--- src/rtl/ocm_pkg.sv ---
package ocm_pkg;
  typedef enum logic [1:0] {
    ACT_KEEP   = 2'd0,
    ACT_INVERT = 2'd1,
    ACT_LOW    = 2'd2,
    ACT_HIGH   = 2'd3
  } act_e;

  function automatic logic act_apply(input logic [1:0] code, input logic cur);
    case (act_e'(code))
      ACT_INVERT: return ~cur;
      ACT_LOW:    return 1'b0;
      ACT_HIGH:   return 1'b1;
      default:    return cur;
    endcase
  endfunction
endpackage

--- src/rtl/ocm_counter.sv ---
module ocm_counter #(
  parameter int CW = 16
) (
  input  logic          clk,
  input  logic          rst,
  input  logic          en,
  output logic [CW-1:0] cnt
);
  logic [CW-1:0] cnt_q;

  always_ff @(posedge clk) begin
    if (rst)     cnt_q <= '0;
    else if (en) cnt_q <= cnt_q + 1'b1;
  end

  assign cnt = cnt_q;

  // hold and step
  a_r2_count_hold: assert property (@(posedge clk) disable iff (rst)
    !en |=> $stable(cnt_q));
  a_r2_count_step: assert property (@(posedge clk) disable iff (rst)
    en |=> cnt_q == CW'($past(cnt_q) + 1'b1));
endmodule

--- src/rtl/ocm_regs.sv ---
module ocm_regs #(
  parameter int NCH = 8,
  parameter int CW  = 16,
  parameter int AW  = 4,
  parameter int DW  = 16
) (
  input  logic                clk,
  input  logic                rst,
  input  logic                wr_en,
  input  logic [AW-1:0]       wr_addr,
  input  logic [DW-1:0]       wr_data,
  output logic [NCH-1:0][CW-1:0] cmp,
  output logic [NCH-1:0]      sel,
  output logic [2*NCH-1:0]    act,
  output logic [NCH-1:0]      mask,
  output logic [NCH-1:0]      data
);
  localparam int A_SEL  = NCH;
  localparam int A_ACT  = NCH + 1;
  localparam int A_MASK = NCH + 2;
  localparam int A_DATA = NCH + 3;

  logic [NCH-1:0][CW-1:0] cmp_q;
  logic [NCH-1:0]         sel_q, mask_q, data_q;
  logic [2*NCH-1:0]       act_q;

  genvar g;
  generate
    for (g = 0; g < NCH; g++) begin : g_cmp
      always_ff @(posedge clk) begin
        if (rst)
          cmp_q[g] <= '0;
        else if (wr_en && wr_addr == AW'(g))
          cmp_q[g] <= wr_data[CW-1:0];
      end
    end
  endgenerate

  always_ff @(posedge clk) begin
    if (rst) begin
      sel_q  <= '0;
      act_q  <= '0;
      mask_q <= '0;
      data_q <= '0;
    end else if (wr_en) begin
      if (wr_addr == AW'(A_SEL))  sel_q  <= wr_data[NCH-1:0];
      if (wr_addr == AW'(A_ACT))  act_q  <= wr_data[2*NCH-1:0];
      if (wr_addr == AW'(A_MASK)) mask_q <= wr_data[NCH-1:0];
      if (wr_addr == AW'(A_DATA)) data_q <= wr_data[NCH-1:0];
    end
  end

  assign cmp  = cmp_q;
  assign sel  = sel_q;
  assign act  = act_q;
  assign mask = mask_q;
  assign data = data_q;

  // a mask write is visible one clock later
  a_r9_mask_write: assert property (@(posedge clk) disable iff (rst)
    (wr_en && wr_addr == AW'(A_MASK)) |=> mask_q == $past(wr_data[NCH-1:0]));
endmodule

--- src/rtl/ocm_match.sv ---
module ocm_match #(
  parameter int NCH = 8,
  parameter int CW  = 16
) (
  input  logic [CW-1:0]          cnt,
  input  logic                   en,
  input  logic [NCH-1:0][CW-1:0] cmp,
  input  logic [NCH-1:0]         sel,
  output logic [NCH-1:0]         hit
);
  genvar g;
  generate
    for (g = 0; g < NCH; g++) begin : g_cmp
      assign hit[g] = en && sel[g] && (cnt == cmp[g]);
    end
  endgenerate
endmodule

--- src/rtl/ocm_channel.sv ---
module ocm_channel #(
  parameter bit IS_MASTER = 1'b0
) (
  input  logic       clk,
  input  logic       rst,
  input  logic       sel,
  input  logic       own_hit,
  input  logic       master_hit,
  input  logic       mask_bit,
  input  logic       data_bit,
  input  logic [1:0] act,
  output logic       pin
);
  import ocm_pkg::*;

  logic pin_q, force_lvl, own_fire, base, nxt;

  generate
    if (IS_MASTER) begin : g_master
      assign force_lvl = master_hit && mask_bit;
      assign own_fire  = own_hit && !mask_bit;
    end else begin : g_slave
      assign force_lvl = master_hit && sel && mask_bit;
      assign own_fire  = own_hit;
    end
  endgenerate

  always_comb begin
    base = force_lvl ? data_bit : pin_q;
    nxt  = own_fire ? act_apply(act, base) : base;
  end

  always_ff @(posedge clk) begin
    if (rst) pin_q <= 1'b0;
    else     pin_q <= nxt;
  end

  assign pin = pin_q;

  // channel out of compare mode keeps its pin
  a_r4_idle_frozen: assert property (@(posedge clk) disable iff (rst)
    !sel |=> $stable(pin_q));
  // set and clear codes
  a_r3_set_high: assert property (@(posedge clk) disable iff (rst)
    (own_fire && act == 2'd3) |=> pin_q);
  a_r3_set_low: assert property (@(posedge clk) disable iff (rst)
    (own_fire && act == 2'd2) |=> !pin_q);
  // forced level without own action
  a_r5_forced: assert property (@(posedge clk) disable iff (rst)
    (force_lvl && !own_fire) |=> pin_q == $past(data_bit));
  // coincident toggle inverts the forced level
  a_r7_coinc_toggle: assert property (@(posedge clk) disable iff (rst)
    (force_lvl && own_fire && act == 2'd1) |=> pin_q == !$past(data_bit));
endmodule

--- src/rtl/oc_master_unit.sv ---
module oc_master_unit #(
  parameter int NCH = 8,
  parameter int CW  = 16,
  parameter int AW  = $clog2(NCH + 4),
  parameter int DW  = (CW > 2*NCH) ? CW : 2*NCH
) (
  input  logic           clk,
  input  logic           rst,
  input  logic           cnt_en,
  input  logic           wr_en,
  input  logic [AW-1:0]  wr_addr,
  input  logic [DW-1:0]  wr_data,
  output logic [NCH-1:0] pin_o,
  output logic [NCH-1:0] pin_oe
);
  localparam int MST = NCH - 1;

  logic [CW-1:0]          cnt;
  logic [NCH-1:0][CW-1:0] cmp;
  logic [NCH-1:0]         sel, mask, data, hit;
  logic [2*NCH-1:0]       act;

  ocm_counter #(.CW(CW)) u_cnt (
    .clk(clk), .rst(rst), .en(cnt_en), .cnt(cnt)
  );

  ocm_regs #(.NCH(NCH), .CW(CW), .AW(AW), .DW(DW)) u_regs (
    .clk(clk), .rst(rst), .wr_en(wr_en), .wr_addr(wr_addr), .wr_data(wr_data),
    .cmp(cmp), .sel(sel), .act(act), .mask(mask), .data(data)
  );

  ocm_match #(.NCH(NCH), .CW(CW)) u_match (
    .cnt(cnt), .en(cnt_en), .cmp(cmp), .sel(sel), .hit(hit)
  );

  genvar g;
  generate
    for (g = 0; g < NCH; g++) begin : g_ch
      ocm_channel #(.IS_MASTER(g == MST)) u_ch (
        .clk(clk), .rst(rst), .sel(sel[g]), .own_hit(hit[g]),
        .master_hit(hit[MST]), .mask_bit(mask[g]), .data_bit(data[g]),
        .act(act[2*g +: 2]), .pin(pin_o[g])
      );
    end
  endgenerate

  assign pin_oe = sel;

  // unmasked channel without own match ignores the master
  a_r8_unmasked_hold: assert property (@(posedge clk) disable iff (rst)
    (!mask[0] && !hit[0]) |=> $stable(pin_o[0]));
  // master with mask bit set takes its data bit
  a_r6_master_forced: assert property (@(posedge clk) disable iff (rst)
    (hit[MST] && mask[MST]) |=> pin_o[MST] == $past(data[MST]));
endmodule

--- config.mk ---
export PLATFORM = sky130hd
export DESIGN_NAME = oc_master_unit
export DESIGN_NICKNAME = d
export VERILOG_FILES = /design/src/rtl/ocm_pkg.sv /design/src/rtl/ocm_counter.sv /design/src/rtl/ocm_regs.sv /design/src/rtl/ocm_match.sv /design/src/rtl/ocm_channel.sv /design/src/rtl/oc_master_unit.sv
export SDC_FILE = /design/constraint.sdc
export NUM_CORES = 1
export LEC_CHECK = 0
export BUFFER_PORTS_ARGS = -buffer_cell sky130_fd_sc_hd__buf_2
export CAP_MARGIN = 30
export CORE_MARGIN = 4
export CORE_UTILIZATION = 53
export CTS_CLUSTER_DIAMETER = 200
export DETAILED_ROUTE_END_ITERATION = 10
export HOLD_SLACK_MARGIN = 0.05
export PLACE_DENSITY = 0.67
export SYNTH_ARGS = -nofsm -noshare
export SYNTH_HDL_FRONTEND = slang
export SYNTH_SLANG_ARGS = --single-unit
--- constraint.sdc ---
create_clock -name clk -period 2.4 [get_ports clk]
set_input_delay 0.36 -clock clk [delete_from_list [all_inputs] [get_ports clk]]
set_output_delay 0.36 -clock clk [all_outputs]
set_load 0.03 [all_outputs]
==> impl_metrics.json, run 1 <==
{
  "status": "complete, no violations",
  "slowest_delay_ns": 0.49,
  "worstHoldEndpoint": "u_regs.cmp[89]$_SDFFE_PP0P_",
  "die_w_um": 138,
  "peakVddDrop_mv": 0.550,
  "nNetsFinal": 1141,
  "antennaDiodeCount": 0,
  "ys_async_sr_fraction_pct": 0,
  "synth.distinct_cells": 40,
  "synth_area_leaders": "dfxtp_1 43%, nand2_1 13%, xnor2_1 8.7%",
  "hp-class": "primary input to flip-flop",
  "synth_ff_type": "dfxtp_1",
  "rows": 47,
  "wl_per_cell_um": 20.0,
  "hpwl_mm": 18.1,
  "worstSetupPathType": "flip-flop to flip-flop",
  "ys_seq_elements": 192,
  "fin_cells": 1346,
  "cts_tree": "done",
  "clockRootBuffer": "clkbuf_16",
  "area_growth_pct": 11.2,
  "setup_viol": 0,
  "wl_mm": 27.0,
  "grt.overflow.total": 0,
  "drtIter0Drc": 784,
  "vias_per_cell": 5.66,
  "synth_top_cell_by_area": "dfxtp_1",
  "tightest_slew_ns": 0.786,
  "dp_cells": 1316,
  "clk_pin_slew_ns": 0.07,
  "via_count": 7616,
  "drc": 0,
  "clk_latency_ns": 0.44,
  "min_period_ns": 2.30,
  "cts_sinks": 192,
  "start_util_pct": 54.2,
  "hold_viol_final": 0,
  "crit_chain": "xor2_1 -> nor4_1 -> nand4_4 -> nor4_2 -> mux2i_1 -> o32ai_2",
  "synth_seq_area_share_pct": 42.6,
  "dp_worst_setup_slack_ns": 0.0744,
  "crit_family": "simple AND/OR/NAND/NOR gates",
  "fin_tns_setup_ns": 0,
  "r2r_start": "u_cnt.cnt[3]$_SDFFE_PP0P_",
  "layout_setup_ws_ns": 0.0985,
  "arrival_ns": 2.62,
  "gp_congestion": 0.975,
  "core-area_um2": 16600,
  "synth_top_area_share_pct": 42.6,
  "cts_htree_levels": 4,
  "maxCapViolCount": 0,
  "yosysWarnings": 0,
  "drive_above_1_share_pct": 12.5,
  "die-area_um2": 19200,
  "grt_pass1_vias": 7162,
  "cp.required_ns": 2.71,
  "slew_viol_final": 0,
  "cts_hold_buf": 0,
  "ff2ff_path_depth": 6,
  "antenna_found_initial": 0,
  "grt_pass1_wl_mm": 41.6,
  "synth.most_common_cell": "nand2_1",
  "hold_depth": 3,
  "cts_buffer_depth": 2,
  "io_pins": 40,
  "start_kind": "flip-flop",
  "critPathMaxFanout": 8,
  "end_kind": "flip-flop",
  "leakage_nw": 3.57,
  "synth-edff-count": 0,
  "synth_common_cells": "310 x nand2_1, 192 x dfxtp_1, 149 x a21oi_1",
  "worst_path_max_delay_cell": "nor4_2",
  "synth_area_per_cell_um2": 8.15,
  "regToRegSetupSlack_ns": 0.1,
  "worstReg2RegEnd": "g_ch[6].u_ch.pin$_SDFF_PP0_",
  "io_buffers": 39,
  "syn_inst": 1107,
  "drt_first_pass_iters": 7,
  "period_share_pct": 95.9,
  "power.density_nw_per_um2": 641,
  "syn_nets": 1132,
  "grt_usage_pct": 27.7,
  "ant_nets": 0,
  "fin_worst_skew_ns": 0.0105,
  "final_util_pct": 60.3,
  "grt_max_degree": 108,
  "critical_path_buf_inv_count": 0,
  "grt_setup_unrepaired": "no",
  "power_mw": 6.43,
  "timing.hold.worst.start": "wr_data[9]",
  "slew-limit-headroom_pct": 47.6,
  "syn_area_um2": 9020,
  "dieHeight_um": 138,
  "timing.fmax_ghz": 0.434,
  "cts_buffers": 17
}
kinds of logic (layout without fill, tap and decap cells):
| kind of cell | after synthesis | count (layout) | share of synthesized area, % |
|---|---|---|---|
| flip-flops | 192 | 192 | 42.6 |
| multiplexers | 33 | 33 | 3.66 |
| AND/OR/NAND/NOR | 474 | 474 | 23.8 |
| adder cells (fa/ha/maj) | 1 | 1 | 0.139 |
| XOR/XNOR | 136 | 136 | 13.2 |
| AO/OA/AOI/OAI | 171 | 171 | 10.9 |
| buffers and inverters | 100 | 119 | 5.66 |
stage by stage:
step | hold WS, ns | area (um2)
global route | 0.301 | 10000
CTS | 0.304 | 9950
detailed placement | 0.457 | 9400
floorplan | 0.440 | 9020
finish | 0.317 | 10000
global placement | 0.452 | 9400
power by group:
part	switching, mW	internal (mW)
combinational	0.299	0.136
sequential	0.0364	3.23
clock	1.23	1.50
total	1.57	4.87
cells in the final DEF (no fill, tap or decap), drive strengths merged, types with 2 or more instances in the layout:
| cell type | instances |
|---|---|
| nand2 | 310 |
| dfxtp | 192 |
| a21oi | 149 |
| xnor2 | 90 |
| buf | 85 |
| nor2 | 55 |
| xor2 | 46 |
| mux2i | 33 |
| nand4 | 25 |
| clkbuf | 21 |
| nor4 | 16 |
| nand3 | 13 |
| nor3b | 8 |
| and3b | 8 |
| or3b | 8 |
| or4 | 7 |
| o21bai | 7 |
| o32ai | 7 |
| inv | 7 |
| or3 | 5 |
| nor3 | 5 |
| nor2b | 4 |
| o21ai | 4 |
| clkinv | 4 |
| nand2b | 3 |
| nand3b | 3 |
| and3 | 2 |
what timing repair did:
action | CTS | global route
endpoints found under the setup margin | 0 | 7
setup buffers | 0 | 1
resized for setup | 0 | 9
layer usage:
metal | track usage (%) | wire length [um] | vias to the layer above
li1 | - | - | 3645
met1 | 38.9 | 12000 | 3641
met2 | 43.9 | 12500 | 283
met3 | 5.49 | 1950 | 47
met4 | 7.54 | 534 | 0
met5 | 0 | 0 | -
sequential cells by signal, summed over array words and instances (netlist names):
| register | flops |
|---|---|
| u_regs.data | 8 |
| u_regs.cmp | 128 |
| u_regs.act | 16 |
| u_regs.mask | 8 |
| u_cnt.cnt | 16 |
| u_regs.sel | 8 |
| g_ch.u_ch.pin | 8 |
worst max path at each step:
| stage | startpoint | to | slack [ns] | depth (start not counted) |
|---|---|---|---|---|
| floorplan | u_cnt.cnt[1]$_SDFFE_PP0P_ | g_ch[0].u_ch.pin$_SDFF_PP0_ | 0.37 | 7 |
| global placement | u_cnt.cnt[9]$_SDFFE_PP0P_ | g_ch[5].u_ch.pin$_SDFF_PP0_ | 0.12 | 6 |
| detailed placement | u_cnt.cnt[2]$_SDFFE_PP0P_ | g_ch[3].u_ch.pin$_SDFF_PP0_ | 0.07 | 6 |
| CTS | u_cnt.cnt[2]$_SDFFE_PP0P_ | g_ch[0].u_ch.pin$_SDFF_PP0_ | 0.05 | 6 |
| global route | u_cnt.cnt[5]$_SDFFE_PP0P_ | g_ch[5].u_ch.pin$_SDFF_PP0_ | 0.002 | 7 |
| finish | u_cnt.cnt[3]$_SDFFE_PP0P_ | g_ch[6].u_ch.pin$_SDFF_PP0_ | 0.1 | 6 |
worst min-delay path, cell delays in order:
cell,delay (ns)
buf_2,0.20
nand2_1,0.09
a21oi_1,0.05
layout make-up:
cell class	instances	area, um2
clock buffer	21	470
clock inverter	8	82.6
fill	1477	6610
inverter	5	18.8
multi-input combinational	815	4730
sequential	192	3850
tap	220	275
timing repair buffer	85	609
No activity file was read; power rests on OpenSTA's default activity.
==> run 2: changes to the inputs <==
HOLD_SLACK_MARGIN = 0.1   (was 0.05)
PLACE_DENSITY = 0.69   (was 0.67)
==> impl_metrics.json, run 2 (synthesis gave the netlist of run 1 again) <==
{
  "critPathMaxFanout": 8,
  "arrival_ns": 2.64,
  "finalInstanceArea_um2": 10100,
  "timing.hold.worst.start": "wr_data[9]",
  "die_w_um": 138,
  "clockRootBuffer": "clkbuf_16",
  "antenna_found_initial": 0,
  "gp_congestion": 0.945,
  "setup_viol": 0,
  "io_buffers": 39,
  "final_common_cell": "nand2_1",
  "hpwl_mm": 18.0,
  "hp-class": "primary input to flip-flop",
  "final_util_pct": 60.6,
  "worstSetupPathType": "flip-flop to flip-flop",
  "clk_pin_slew_ns": 0.07,
  "status": "complete, no violations",
  "fin_worst_skew_ns": 0.00953,
  "worstReg2RegEnd": "g_ch[0].u_ch.pin$_SDFF_PP0_",
  "peakVddDrop_mv": 0.474,
  "min_period_ns": 2.29,
  "period_share_pct": 95.4,
  "slew_viol_final": 0,
  "drive_above_1_share_pct": 13.7,
  "hold_viol_final": 0,
  "cts_htree_levels": 4,
  "via_count": 7717,
  "end_kind": "flip-flop",
  "slew-limit-headroom_pct": 51.1,
  "hold_depth": 3,
  "dpl_cell_area_um2": 9500,
  "start_kind": "flip-flop",
  "grt_max_degree": 78,
  "worstHoldEndpoint": "u_regs.cmp[9]$_SDFFE_PP0P_",
  "io_pins": 40,
  "clk_latency_ns": 0.43,
  "cp.required_ns": 2.75,
  "grt.overflow.total": 0,
  "r2r_start": "u_cnt.cnt[5]$_SDFFE_PP0P_",
  "crit_chain": "buf_4 -> xnor2_1 -> nand3_1 -> or4_1 -> or3b_2 -> o32ai_2",
  "cts_tree": "done",
  "post_cts_buffers": 0,
  "cts_sinks": 192,
  "timing.fmax_ghz": 0.437,
  "cp.depth": 6,
  "cts_resized": 0,
  "ant_nets": 0,
  "antennaDiodeCount": 0,
  "leakage_nw": 3.64,
  "nNetsFinal": 1156,
  "crit_family": "simple AND/OR/NAND/NOR gates",
  "dieHeight_um": 138,
  "vias_per_cell": 5.66,
  "grt_pass1_wl_mm": 41.6,
  "grt_setup_unrepaired": "no",
  "power_mw": 6.41,
  "area_growth_pct": 11.8,
  "power.density_nw_per_um2": 636,
  "ff2ff_path_depth": 6,
  "wl_mm": 26.9,
  "regToRegSetupSlack_ns": 0.11,
  "die-area_um2": 19200,
  "grt_usage_pct": 27.9,
  "start_util_pct": 54.2,
  "drtIter0Drc": 830,
  "cts_buffers": 17,
  "grt_pass1_vias": 7272,
  "slowest_delay_ns": 0.59,
  "drc": 0,
  "maxCapViolCount": 0,
  "largest_reg_flops": 128,
  "fin_tns_setup_ns": 0,
  "critical_path_buf_inv_count": 1,
  "tightest_slew_ns": 0.731,
  "rows": 47,
  "wl_per_cell_um": 19.7,
  "drt_first_pass_iters": 5,
  "final_cell_mix": "310 x nand2_1, 191 x dfxtp_1, 149 x a21oi_1",
  "core-area_um2": 16600,
  "cts_hold_buf": 0,
  "worst_path_max_delay_cell": "or4_1",
  "nFillCells": 1493,
  "cts_buffer_depth": 2
}
run 2: cell types whose count changed in the layout (fill, tap and decap cells not counted), sizes merged:
cell	before	now
clkinvlp	1	0
clkinv	4	8
buf	85	100
run 2: worst reg2reg max path, delay by kind of cell, from the launching register on:
family	cells	cell delay, ns
compound gates	1	0.20
xor+xnor	1	0.14
simple gates	3	1.14
flops	1	0.47
buf+inv	1	0.26
run 2: power by group:
group | internal [mW] | switching [mW]
registers | 3.23 | 0.0349
clock network | 1.45 | 1.27
logic | 0.142 | 0.299
total | 4.81 | 1.60
run 2: area by class of cell:
type	count	area [um2]	area share [%]
flip-flops and latches	192	3840	38.1
inverters	5	18.8	0.186
clock inverters	11	110	1.09
well taps	220	275	2.73
clock buffers	21	440	4.37
multi-input cells	815	4700	46.6
repair buffers	100	697	6.91
run 2: per-layer routing:
metal	up-vias	part of all wire (%)	wire length, um	GRT usage [%]
met3	51	9.8	2650	6.87
met4	0	2.6	704	8.58
met2	331	44	11800	42.1
li1	3687	-	-	-
met5	-	0	0	0
met1	3648	44	11800	39.7
run 2: worst max path at each step:
stage / from / end / slack [ns]
floorplan: u_cnt.cnt[1]$_SDFFE_PP0P_ / g_ch[0].u_ch.pin$_SDFF_PP0_ / 0.37
global route: u_cnt.cnt[3]$_SDFFE_PP0P_ / g_ch[4].u_ch.pin$_SDFF_PP0_ / 0.01
global placement: u_cnt.cnt[6]$_SDFFE_PP0P_ / g_ch[4].u_ch.pin$_SDFF_PP0_ / 0.12
finish: u_cnt.cnt[5]$_SDFFE_PP0P_ / g_ch[0].u_ch.pin$_SDFF_PP0_ / 0.11
detailed placement: u_cnt.cnt[9]$_SDFFE_PP0P_ / g_ch[2].u_ch.pin$_SDFF_PP0_ / 0.08
CTS: u_cnt.cnt[6]$_SDFFE_PP0P_ / g_ch[4].u_ch.pin$_SDFF_PP0_ / 0.07
run 2: per-stage QoR:
step	setup WS (ns)	std cells	hold WS, ns
finish	0.111	1364	0.345
global route	0.0116	1364	0.324
CTS	0.0658	1364	0.325
detailed placement	0.0794	1332	0.459
global placement	0.125	1332	0.450
floorplan	0.374	1107	0.440
